<file path="src/rtl/spi_bitclk_pkg.sv">
package spi_bitclk_pkg;
  typedef enum logic {
    HALF_LEAD  = 1'b0,
    HALF_TRAIL = 1'b1
  } half_e;

  localparam int unsigned DEF_PRE_W  = 8;
  localparam int unsigned DEF_RATE_W = 8;
endpackage

</file>
<file path="src/rtl/spi_bitclk_cfg.sv">
module spi_bitclk_cfg #(
  parameter int unsigned PRE_W  = spi_bitclk_pkg::DEF_PRE_W,
  parameter int unsigned RATE_W = spi_bitclk_pkg::DEF_RATE_W,
  localparam int unsigned HW    = PRE_W - 1
) (
  input  logic              clk_i,
  input  logic              rst_ni,
  input  logic              load_i,
  input  logic [PRE_W-1:0]  prescale_i,
  input  logic [RATE_W-1:0] rate_i,
  output logic [HW-1:0]     pre_max_o,
  output logic [RATE_W-1:0] rate_max_o
);
  logic [HW-1:0] half_pre;
  logic [HW-1:0] pre_max_d;

  // Drop bit 0; a half-prescale of 0 behaves as 1
  always_comb begin
    half_pre  = prescale_i[PRE_W-1:1];
    pre_max_d = (half_pre == '0) ? '0 : half_pre - HW'(1);
  end

  always_ff @(posedge clk_i or negedge rst_ni) begin
    if (!rst_ni) begin
      pre_max_o  <= '0;
      rate_max_o <= '0;
    end else if (load_i) begin
      pre_max_o  <= pre_max_d;
      rate_max_o <= rate_i;
    end
  end
endmodule

</file>
<file path="src/rtl/spi_bitclk_cnt.sv">
module spi_bitclk_cnt #(
  parameter int unsigned W = 8
) (
  input  logic         clk_i,
  input  logic         rst_ni,
  input  logic         run_i,
  input  logic         step_i,
  input  logic [W-1:0] max_i,
  output logic         wrap_o
);
  logic [W-1:0] cnt_q;

  assign wrap_o = run_i && step_i && (cnt_q == max_i);

  always_ff @(posedge clk_i or negedge rst_ni) begin
    if (!rst_ni)      cnt_q <= '0;
    else if (!run_i)  cnt_q <= '0;
    else if (wrap_o)  cnt_q <= '0;
    else if (step_i)  cnt_q <= cnt_q + W'(1);
  end
endmodule

</file>
<file path="src/rtl/spi_bitclk_gen.sv">
module spi_bitclk_gen #(
  parameter int unsigned PRE_W  = spi_bitclk_pkg::DEF_PRE_W,
  parameter int unsigned RATE_W = spi_bitclk_pkg::DEF_RATE_W
) (
  input  logic              clk_i,
  input  logic              rst_ni,
  input  logic              en_i,
  input  logic              cpol_i,
  input  logic              cpha_i,
  input  logic [PRE_W-1:0]  prescale_i,
  input  logic [RATE_W-1:0] rate_i,
  output logic              sclk_o,
  output logic              lead_o,
  output logic              trail_o,
  output logic              sample_o,
  output logic              shift_o
);
  import spi_bitclk_pkg::*;

  localparam int unsigned HW = PRE_W - 1;

  logic [HW-1:0]     pre_max;
  logic [RATE_W-1:0] rate_max;
  logic              pre_wrap;
  logic              half_tick;
  logic              cfg_load;
  half_e             half_q;
  logic              sclk_q, lead_q, trail_q;

  // Divisors latch while idle or at the end of a bit
  assign cfg_load = !en_i || (half_tick && half_q == HALF_TRAIL);

  spi_bitclk_cfg #(.PRE_W(PRE_W), .RATE_W(RATE_W)) u_cfg (
    .clk_i      (clk_i),
    .rst_ni     (rst_ni),
    .load_i     (cfg_load),
    .prescale_i (prescale_i),
    .rate_i     (rate_i),
    .pre_max_o  (pre_max),
    .rate_max_o (rate_max)
  );

  spi_bitclk_cnt #(.W(HW)) u_pre (
    .clk_i  (clk_i),
    .rst_ni (rst_ni),
    .run_i  (en_i),
    .step_i (1'b1),
    .max_i  (pre_max),
    .wrap_o (pre_wrap)
  );

  spi_bitclk_cnt #(.W(RATE_W)) u_rate (
    .clk_i  (clk_i),
    .rst_ni (rst_ni),
    .run_i  (en_i),
    .step_i (pre_wrap),
    .max_i  (rate_max),
    .wrap_o (half_tick)
  );

  always_ff @(posedge clk_i or negedge rst_ni) begin
    if (!rst_ni) begin
      half_q  <= HALF_LEAD;
      sclk_q  <= 1'b0;
      lead_q  <= 1'b0;
      trail_q <= 1'b0;
    end else if (!en_i) begin
      half_q  <= HALF_LEAD;
      sclk_q  <= cpol_i;
      lead_q  <= 1'b0;
      trail_q <= 1'b0;
    end else begin
      lead_q  <= half_tick && (half_q == HALF_LEAD);
      trail_q <= half_tick && (half_q == HALF_TRAIL);
      if (half_tick) begin
        sclk_q <= ~sclk_q;
        half_q <= (half_q == HALF_LEAD) ? HALF_TRAIL : HALF_LEAD;
      end
    end
  end

  assign sclk_o   = sclk_q;
  assign lead_o   = lead_q;
  assign trail_o  = trail_q;
  assign sample_o = cpha_i ? trail_q : lead_q;
  assign shift_o  = cpha_i ? lead_q  : trail_q;
endmodule

</file>
<file path="config.mk">
export PLATFORM = sky130hd
export DESIGN_NAME = spi_bitclk_gen
export DESIGN_NICKNAME = d
export VERILOG_FILES = /design/src/rtl/spi_bitclk_pkg.sv /design/src/rtl/spi_bitclk_cfg.sv /design/src/rtl/spi_bitclk_cnt.sv /design/src/rtl/spi_bitclk_gen.sv
export SDC_FILE = /design/constraint.sdc
export NUM_CORES = 1
export LEC_CHECK = 0
export BUFFER_PORTS_ARGS = -buffer_cell sky130_fd_sc_hd__buf_4
export CAP_MARGIN = 20
export CORE_ASPECT_RATIO = 0.7
export CORE_UTILIZATION = 35
export CTS_BUF_LIST = sky130_fd_sc_hd__clkbuf_16
export CTS_CLUSTER_DIAMETER = 150
export CTS_CLUSTER_SIZE = 12
export DETAILED_ROUTE_END_ITERATION = 8
export PLACE_DENSITY_LB_ADDON = 0.05
export SYNTH_ARGS = -nofsm -noshare
export SYNTH_HDL_FRONTEND = slang
export SYNTH_SLANG_ARGS = --single-unit
</file>
<file path="constraint.sdc">
create_clock -name clk_i -period 5.1 [get_ports clk_i]
set_input_delay 0.51 -clock clk_i [delete_from_list [all_inputs] [get_ports clk_i]]
set_output_delay 0.51 -clock clk_i [all_outputs]
set_load 0.1 [all_outputs]
</file>
==> results.cfg, run 1 <==
[flow_run]
max-cap-violations = 0

[timing]
relSlewSlack = 0.316
fmax_mhz = 360
hold_slack_ns = 0.174
fin_skew_ns = 0.00456
rsz0062_at_grt = no
worst_slew_pin_slew_ns = 1.03
min_period_over_period = 0.544
finalMaxSlewViolations = 0
setup_tns_ns = 0
period_needed_ns = 2.77
finalHoldViolCount = 0
setup_ws_ns = 2.33
setup_violations = 0

[logic_synthesis]
synthesis.nets = 198
synth_cell_types = 40
synth_seq_area_share = 0.451
synth_top_area_cell = dfrtp_1
netlist_top_cells_area = dfrtp_1 (45%), mux2_4 (8.0%), xnor2_1 (6.0%), xor2_1 (5.1%), mux2_2 (4.2%)
syn_area_per_cell_um2 = 10.9
postSynthCellCount = 173
syn-cell-area_um2 = 1890
synth_seq_cells = 34
yosys.area.top_type_share = 0.451
yosys_warnings = 0

[global_route]
antenna_found_initial = 0
grtUsageTotal = 0.150
grt_max_degree = 35
grt_pass1_vias = 1359
grt_pass1_wl_mm = 6.65
grt_overflow = 0

[critical_path]
cp.arrival_ns = 2.93
rr_endpoint = u_cfg.pre_max_o[1]
r2r_slack_ns = 2.33
crit_path_start_kind = flop
r2r-start = u_rate.cnt_q[5]
critPathMaxFanout = 15
worstRegToRegCells = 5
endpoint_kind = flop
worstSetupEndpoint = u_cfg.pre_max_o[1]
critPathKind = flop to flop
startpoint = u_rate.cnt_q[5]
required_ns = 5.25

[placement]
dpl_worst_slack_ns = 2.32
numPortBuffers = 24
hpwl_mm = 2.74
place.gp.congestion = 0.844

[cts]
cts.sinks = 34
cts_buffer_depth = 2
post_cts_resized = 0
insertion_delay_ns = 0.27
htreeDepth = 2
cts_tree = built
cts_buffers = 5
clk_pin_slew_worst_paths_ns = 0.05
cts_hold_buf = 0
post_cts_buffers = 0
cts-root-buf = clkbuf_16

[die]
dieWidth_um = 89.7
start_util = 0.380
core.rowCount = 21
die_h_um = 63.4
pin_count = 26
die_area_um2 = 5690
core_um2 = 4970

[layout]
area_growth_syn_to_layout_pct = 19.0
fin_nets = 223
drive_gt1_frac = 0.286
fillers = 461
antenna_cells = 0
final_cell_mix = dfrtp_1 (34), buf_4 (24), nor2_1 (16)
final_common_cell = dfrtp_1

[outcome]
status = complete, no violations

[detailed_routing]
wl_per_cell_um = 14.0
drcViolationCount = 0
dr.first_iter.drc_count = 59
ant_nets = 0
firstDrtPassIters = 4
wirelength_mm = 3.76
vias = 1349
routed_via_density = 5.03

[hold_path]
hp-class = input port to async pin

[pwr]
vdd_drop_max_mv = 0.165
power_density_nw_per_um2 = 304
p_leak_nw = 1.01
## cells by family after synthesis
| kind of cell | Yosys count | share of synthesized area |
|---|---|---|
| AO/OA/AOI/OAI | 21 | 0.0763 |
| XOR/XNOR | 24 | 0.111 |
| adder cells (fa/ha/maj) | 4 | 0.0265 |
| buffers and inverters | 13 | 0.0405 |
| flip-flops | 34 | 0.451 |
| multiplexers | 17 | 0.121 |
| AND/OR/NAND/NOR | 60 | 0.173 |
## cells in the mapped netlist
master / n
o21ai_0: 2
a2bb2oi_1: 2
ha_1: 4
dfrtp_1: 34
nor4_1: 1
nand2_2: 1
nand3b_1: 1
o31ai_1: 1
inv_1: 7
and3_2: 1
clkbuf_1: 3
buf_12: 1
nor3_1: 2
xnor2_1: 13
nand2_1: 11
nand3_1: 9
a31o_2: 1
mux2_2: 7
o31ai_4: 1
buf_6: 1
o22ai_1: 1
nor4b_1: 1
a21oi_1: 10
or4_1: 2
or3_1: 1
nor4_2: 2
or4_2: 1
nor2_1: 16
and2_2: 1
and3b_1: 1
nand4_1: 2
and3_1: 4
or2_2: 1
nand4b_1: 2
o32ai_1: 1
xor2_1: 11
a21o_1: 1
buf_4: 1
mux2_4: 10
a31oi_1: 1
## stage by stage
stage          std cells   util  area [um^2]  power [mW]
4_1_cts              268  0.452         2240       0.691
2_1_floorplan        173      -         1890       0.371
6_report             268  0.452         2240       0.682
3_3_place_gp         260  0.423         2100       0.398
5_1_grt              268  0.452         2240       0.712
3_5_place_dp         260  0.423         2100       0.402
## critical path: stages, from the launching register on
cell and delay, ns:
dfrtp_1 0.45, xor2_1 0.18, nor4_2 0.49, nand2_2 0.24
o31ai_4 0.87, mux2_2 0.41
## worst min-delay path by stage
stage,startpoint,to,slack [ns],cells after the start
floorplan,rst_ni,half_q,0.21,0
global placement,rst_ni,lead_o,0.48,1
detailed placement,rst_ni,lead_o,0.48,1
CTS,rst_ni,lead_o,0.19,1
global route,rst_ni,sclk_o,0.22,1
finish,rst_ni,u_rate.cnt_q[0],0.17,1
## cell type report
type / instances / area [um^2] / area share
flip-flops and latches: 34 / 851 / 0.379
clock buffers: 5 / 125 / 0.0558
inverters: 7 / 26.3 / 0.0117
multi-input cells: 126 / 958 / 0.427
repair buffers: 24 / 180 / 0.0803
clock inverters: 3 / 16.3 / 0.00725
well taps: 69 / 86.3 / 0.0385
## flip-flops by register name, indices dropped and copies added (netlist names)
| name | count |
|---|---|
| u_rate.cnt_q | 8 |
| sclk_o | 1 |
| trail_o | 1 |
| u_pre.cnt_q | 7 |
| half_q | 1 |
| lead_o | 1 |
| u_cfg.rate_max_o | 8 |
| u_cfg.pre_max_o | 7 |
## power breakdown
part	switching, mW	leakage, nW	internal [mW]
registers	0.0180	0.435	0.289
clock network	0.109	0.0672	0.178
logic	0.0403	0.504	0.0485
## routing by layer
metal  share of wire  routed length [um]  track usage
met1            0.53                2000        0.211
met5               0                   0            0
met3           0.043                 162       0.0411
met2            0.42                1580        0.222
met4          0.0048                  18       0.0471
(Power assumes the default switching activity.)
==> inputs of run 2 (changes only) <==
==> constraint.sdc (replaced) <==
create_clock -name clk_i -period 2.9 [get_ports clk_i]
set_input_delay 0.29 -clock clk_i [delete_from_list [all_inputs] [get_ports clk_i]]
set_output_delay 0.29 -clock clk_i [all_outputs]
set_load 0.1 [all_outputs]
==> run 2 against run 1 <==
Power up 77%; largest power group unchanged; critical path type unchanged; worst setup slack worse by 1.8 ns; combinational power up 78%; global-route usage down 0.17 points; cell area up 0.78%; routed wire length down 1.7%; hold slack better by 0.068 ns; count of clock-buffer cells in the layout unchanged; clock power up 78%.
==> results.cfg, run 2 (synthesized netlist as in run 1, its figures left out) <==
[outcome]
status = complete, no violations

[detailed_routing]
ant_nets = 0
drcViolationCount = 0
dr.first_iter.drc_count = 67
routed_via_density = 4.96
firstDrtPassIters = 4
wl_per_cell_um = 13.7
vias = 1340
wirelength_mm = 3.69

[timing]
setup_ws_ns = 0.531
setup_violations = 0
finalHoldViolCount = 0
rsz0062_at_grt = no
fmax_mhz = 422
min_period_over_period = 0.817
relSlewSlack = 0.698
period_needed_ns = 2.37
worst_slew_pin_slew_ns = 0.450
fin_skew_ns = 0.00638
setup_tns_ns = 0
finalMaxSlewViolations = 0

[hold_path]
worstHoldPathCells = 2
hp-class = input port to flop

[die]
core_um2 = 4970
pin_count = 26
core.rowCount = 21
start_util = 0.380
die_h_um = 63.4
die_area_um2 = 5690
dieWidth_um = 89.7

[cts]
htreeDepth = 2
cts_tree = built
cts.sinks = 34
post_cts_buffers = 0
cts_buffer_depth = 2
clk_pin_slew_worst_paths_ns = 0.05
cts-root-buf = clkbuf_16
cts_buffers = 5
post_cts_resized = 0
insertion_delay_ns = 0.28

[placement]
numPortBuffers = 24
placed_cells = 261
hpwl_mm = 2.68
dpl_worst_slack_ns = 0.537
place.gp.congestion = 0.836

[layout]
drive_gt1_frac = 0.289
fillers = 476
top_regs = u_cfg.rate_max_o x8, u_rate.cnt_q x8
antenna_cells = 0
final-instance-count-excl-fill = 270
fin_nets = 225
final_common_cell = dfrtp_1
final_cell_mix = dfrtp_1 (34), buf_4 (25), nor2_1 (16)
area_growth_syn_to_layout_pct = 19.9

[critical_path]
required_ns = 3.06
rr_endpoint = u_cfg.pre_max_o[3]
crit_path_start_kind = flop
critPathKind = flop to flop
endpoint_kind = flop
worstRegToRegCells = 6
cp.arrival_ns = 2.53
critPathMaxFanout = 15
r2r-start = u_rate.cnt_q[5]
worstSetupEndpoint = u_cfg.pre_max_o[3]
startpoint = u_rate.cnt_q[5]
slowest_delay_ns = 0.48
crit_slowest_cell = nor4_2
r2r_slack_ns = 0.53
worstPathCellList = xor2_1, nor4_2, nand2_2, o31ai_4, buf_4, mux2_2

[global_route]
antenna_found_initial = 0
grt_pass1_vias = 1341
grtUsageTotal = 0.148
grt_overflow = 0
grt_pass1_wl_mm = 6.47
grt_max_degree = 35

[flow_run]
max-cap-violations = 0

[pwr]
vdd_drop_max_mv = 0.211
power_density_nw_per_um2 = 534
p_leak_nw = 1.02
## run 2: cell count changes in the layout (fill, tap and decap cells not counted), sizes merged
cell         delta
dlygate4sd3     +1
buf             +1
## run 2: worst min-delay path by stage
| stage | from | endpoint | slack (ns) |
|---|---|---|---|
| after floorplan | rst_ni | half_q | -0.006 |
| after global placement | rst_ni | lead_o | 0.27 |
| after detailed placement | rst_ni | lead_o | 0.27 |
| after CTS | rate_i[3] | u_cfg.rate_max_o[3] | 0.24 |
| after global routing | rate_i[7] | u_cfg.rate_max_o[7] | 0.24 |
| final | rate_i[3] | u_cfg.rate_max_o[3] | 0.24 |
## run 2: power by group
group,internal [mW],switching [mW],leakage (nW),total [mW]
Sequential,0.508,0.0310,0.435,0.539
Combinational,0.0867,0.0708,0.513,0.158
Clock,0.313,0.198,0.0672,0.511
## run 2: layout make-up
type,count,area (um^2),share of cell area
repair buffers,26,198,0.0874
inverters,7,26.3,0.0116
multi-input cells,126,958,0.424
flip-flops and latches,34,851,0.376
clock inverters,3,16.3,0.00719
clock buffers,5,125,0.0553
well taps,69,86.3,0.0382
## run 2: metal layers
layer	GRT usage	routed length [um]	up-vias
met5	0	0	-
met1	0.217	1920	637
met3	0.0435	225	6
met2	0.200	1500	37
met4	0.0594	48	0
li1	-	-	660
## run 2: per-stage QoR
step,instance area (um^2),hold WS (ns),power (mW),util
global placement,2110,0.266,0.701,0.425
CTS,2260,0.238,1.22,0.455
floorplan,1890,-0.00559,0.652,-
detailed placement,2110,0.269,0.707,0.425
global route,2260,0.237,1.27,0.455
finish,2260,0.242,1.21,0.455
## run 2: timing repair
action / in CTS / in global routing
setup endpoints to repair: 0 / 0
hold endpoints to repair: 34 / 0
hold buffers: 1 / 0
## run 2: critical path: cells and delay by family (launching register included)
| family | cells | cell delay [ns] |
|---|---|---|
| AOI/OAI and AO/OA | 1 | 0.21 |
| xor gates and xnor gates | 1 | 0.18 |
| buffers and inverters | 1 | 0.31 |
| DFF | 1 | 0.46 |
| muxes | 1 | 0.37 |
| and+or+nand+nor | 2 | 0.72 |
==> inputs of run 3 (changes only) <==
==> constraint.sdc (replaced) <==
create_clock -name clk_i -period 2.45 [get_ports clk_i]
set_input_delay 0.245 -clock clk_i [delete_from_list [all_inputs] [get_ports clk_i]]
set_output_delay 0.245 -clock clk_i [all_outputs]
set_load 0.1 [all_outputs]
==> run 3 against run 2 <==
First-iteration DRC count down 30%; sequential power up 19%; clock skew about the same; power up 18%; global-route usage up 0.49 points; die area unchanged; core utilization up 0.86 points; critical path depth unchanged; via count up 1.5%; clock power up 17%; critical path type unchanged.
==> results.cfg, run 3 (synthesized netlist as in run 1, its figures left out) <==
[outcome]
status = complete, no violations

[placement]
place.gp.congestion = 0.820
dpl_cell_area_um2 = 2150
dpl_worst_slack_ns = 0.329
placed_cells = 265
numPortBuffers = 24
hpwl_mm = 2.79

[detailed_routing]
vias = 1360
ant_nets = 0
dr.first_iter.drc_count = 47
firstDrtPassIters = 4
wl_per_cell_um = 14.1
wirelength_mm = 3.85
drcViolationCount = 0
routed_via_density = 4.96

[timing]
rsz0062_at_grt = no
setup_ws_ns = 0.309
fmax_mhz = 467
finalMaxSlewViolations = 0
fin_skew_ns = 0.00681
finalHoldViolCount = 0
setup_tns_ns = 0
worst_slew_pin_slew_ns = 0.436
relSlewSlack = 0.709
setup_violations = 0
period_needed_ns = 2.14
min_period_over_period = 0.874

[die]
pin_count = 26
dieWidth_um = 89.7
die_h_um = 63.4
die_area_um2 = 5690
core_um2 = 4970
start_util = 0.380
core.rowCount = 21

[layout]
final_common_cell = dfrtp_1
area_growth_syn_to_layout_pct = 22.2
fin_nets = 229
top_regs = u_cfg.rate_max_o x8, u_rate.cnt_q x8
finalInstanceArea_um2 = 2300
drive_gt1_frac = 0.302
antenna_cells = 0
fillers = 469
final_cell_mix = dfrtp_1 (34), buf_4 (28), nor2_1 (16)
final-instance-count-excl-fill = 274

[global_route]
grt_pass1_wl_mm = 6.76
antenna_found_initial = 0
grt_pass1_vias = 1362
grt_overflow = 0
grt_max_degree = 35
grtUsageTotal = 0.153

[pwr]
p_seq_frac = 0.447
comb_power_share = 0.135
power_density_nw_per_um2 = 621
clkPwrFrac = 0.418
p_int_mw = 1.08
vdd_drop_max_mv = 0.277
p_leak_nw = 1.04
power.switching_mw = 0.350
total_power_mw = 1.43
switching_share = 0.245

[critical_path]
startpoint = u_pre.cnt_q[2]
crit_path_start_kind = flop
r2r-start = u_pre.cnt_q[2]
worstRegToRegCells = 6
critPathMaxFanout = 15
crit_family = simple AND/OR/NAND/NOR gates
crit_slowest_cell = or2_2
crit_cells = 6
slowest_delay_ns = 0.45
crit_buf_inv = 1
worstPathCellList = xnor2_1, nand4_1, or2_2, o31ai_4, buf_12, mux2_2
endpoint_kind = flop
required_ns = 2.60
cp.arrival_ns = 2.29
critPathKind = flop to flop

[cts]
cts_buffer_depth = 2
cts_buffers = 5
clk_pin_slew_worst_paths_ns = 0.06
cts_tree = built
insertion_delay_ns = 0.27
cts.sinks = 34
post_cts_buffers = 0
htreeDepth = 2
cts-root-buf = clkbuf_16

[flow_run]
max-cap-violations = 0

[hold_path]
worstHoldStart = rate_i[2]
hp-class = input port to flop
worstHoldPathCells = 2
-- run 3: worst paths after layout --
path / endpoint / slack, ns
worst max-delay path: u_cfg.pre_max_o[3] / 0.31
max in group asynchronous: u_cfg.rate_max_o[6] / 1.68
worst min-delay path: u_cfg.rate_max_o[2] / 0.20
worst min register to register: u_pre.cnt_q[0] / 0.51
min in group asynchronous: u_cfg.rate_max_o[3] / 0.46
worst max register to register: u_cfg.pre_max_o[3] / 0.31
-- run 3: layer usage --
metal | vias up | wire length [um] | GRT usage
li1 | 665 | - | -
met4 | 0 | 34 | 0.0512
met3 | 5 | 132 | 0.0411
met1 | 668 | 2000 | 0.220
met5 | - | 0 | 0
met2 | 22 | 1680 | 0.220
-- run 3: stage by stage --
step | hold slack, ns | utilization
2_1_floorplan | -0.0506 | -
3_5_place_dp | 0.224 | 0.433
6_report | 0.199 | 0.464
3_3_place_gp | 0.223 | 0.433
4_1_cts | 0.196 | 0.464
5_1_grt | 0.197 | 0.464
-- run 3: worst reg2reg max path: cells and delay by family (launching register included) --
family          cells  cell delay [ns]
xor+xnor            1             0.15
flops               1             0.43
mux                 1             0.35
buf+inv             1             0.20
compound gates      1             0.30
simple gates        2             0.59
-- run 3: power groups by stage --
stage          logic, mW  clock network, mW  registers [mW]
6_report           0.194              0.597           0.639
5_1_grt            0.212              0.640           0.645
4_1_cts            0.197              0.612           0.639
3_5_place_dp       0.194                  0           0.649
3_3_place_gp       0.190                  0           0.647
2_1_floorplan      0.124                  0           0.648
-- run 3: cell type report --
class	instances	area, um^2	area share
inverters	7	26.3	0.0114
repair buffers	30	240	0.104
well taps	69	86.3	0.0375
flip-flops and latches	34	851	0.369
clock buffers	5	125	0.0543
multi-input cells	126	958	0.416
clock inverters	3	16.3	0.00706
-- run 3: timing repair --
item / in CTS / in global routing
endpoints found under the hold margin: 34 / 0
resized for setup: 0 / 0
hold buffers: 1 / 0
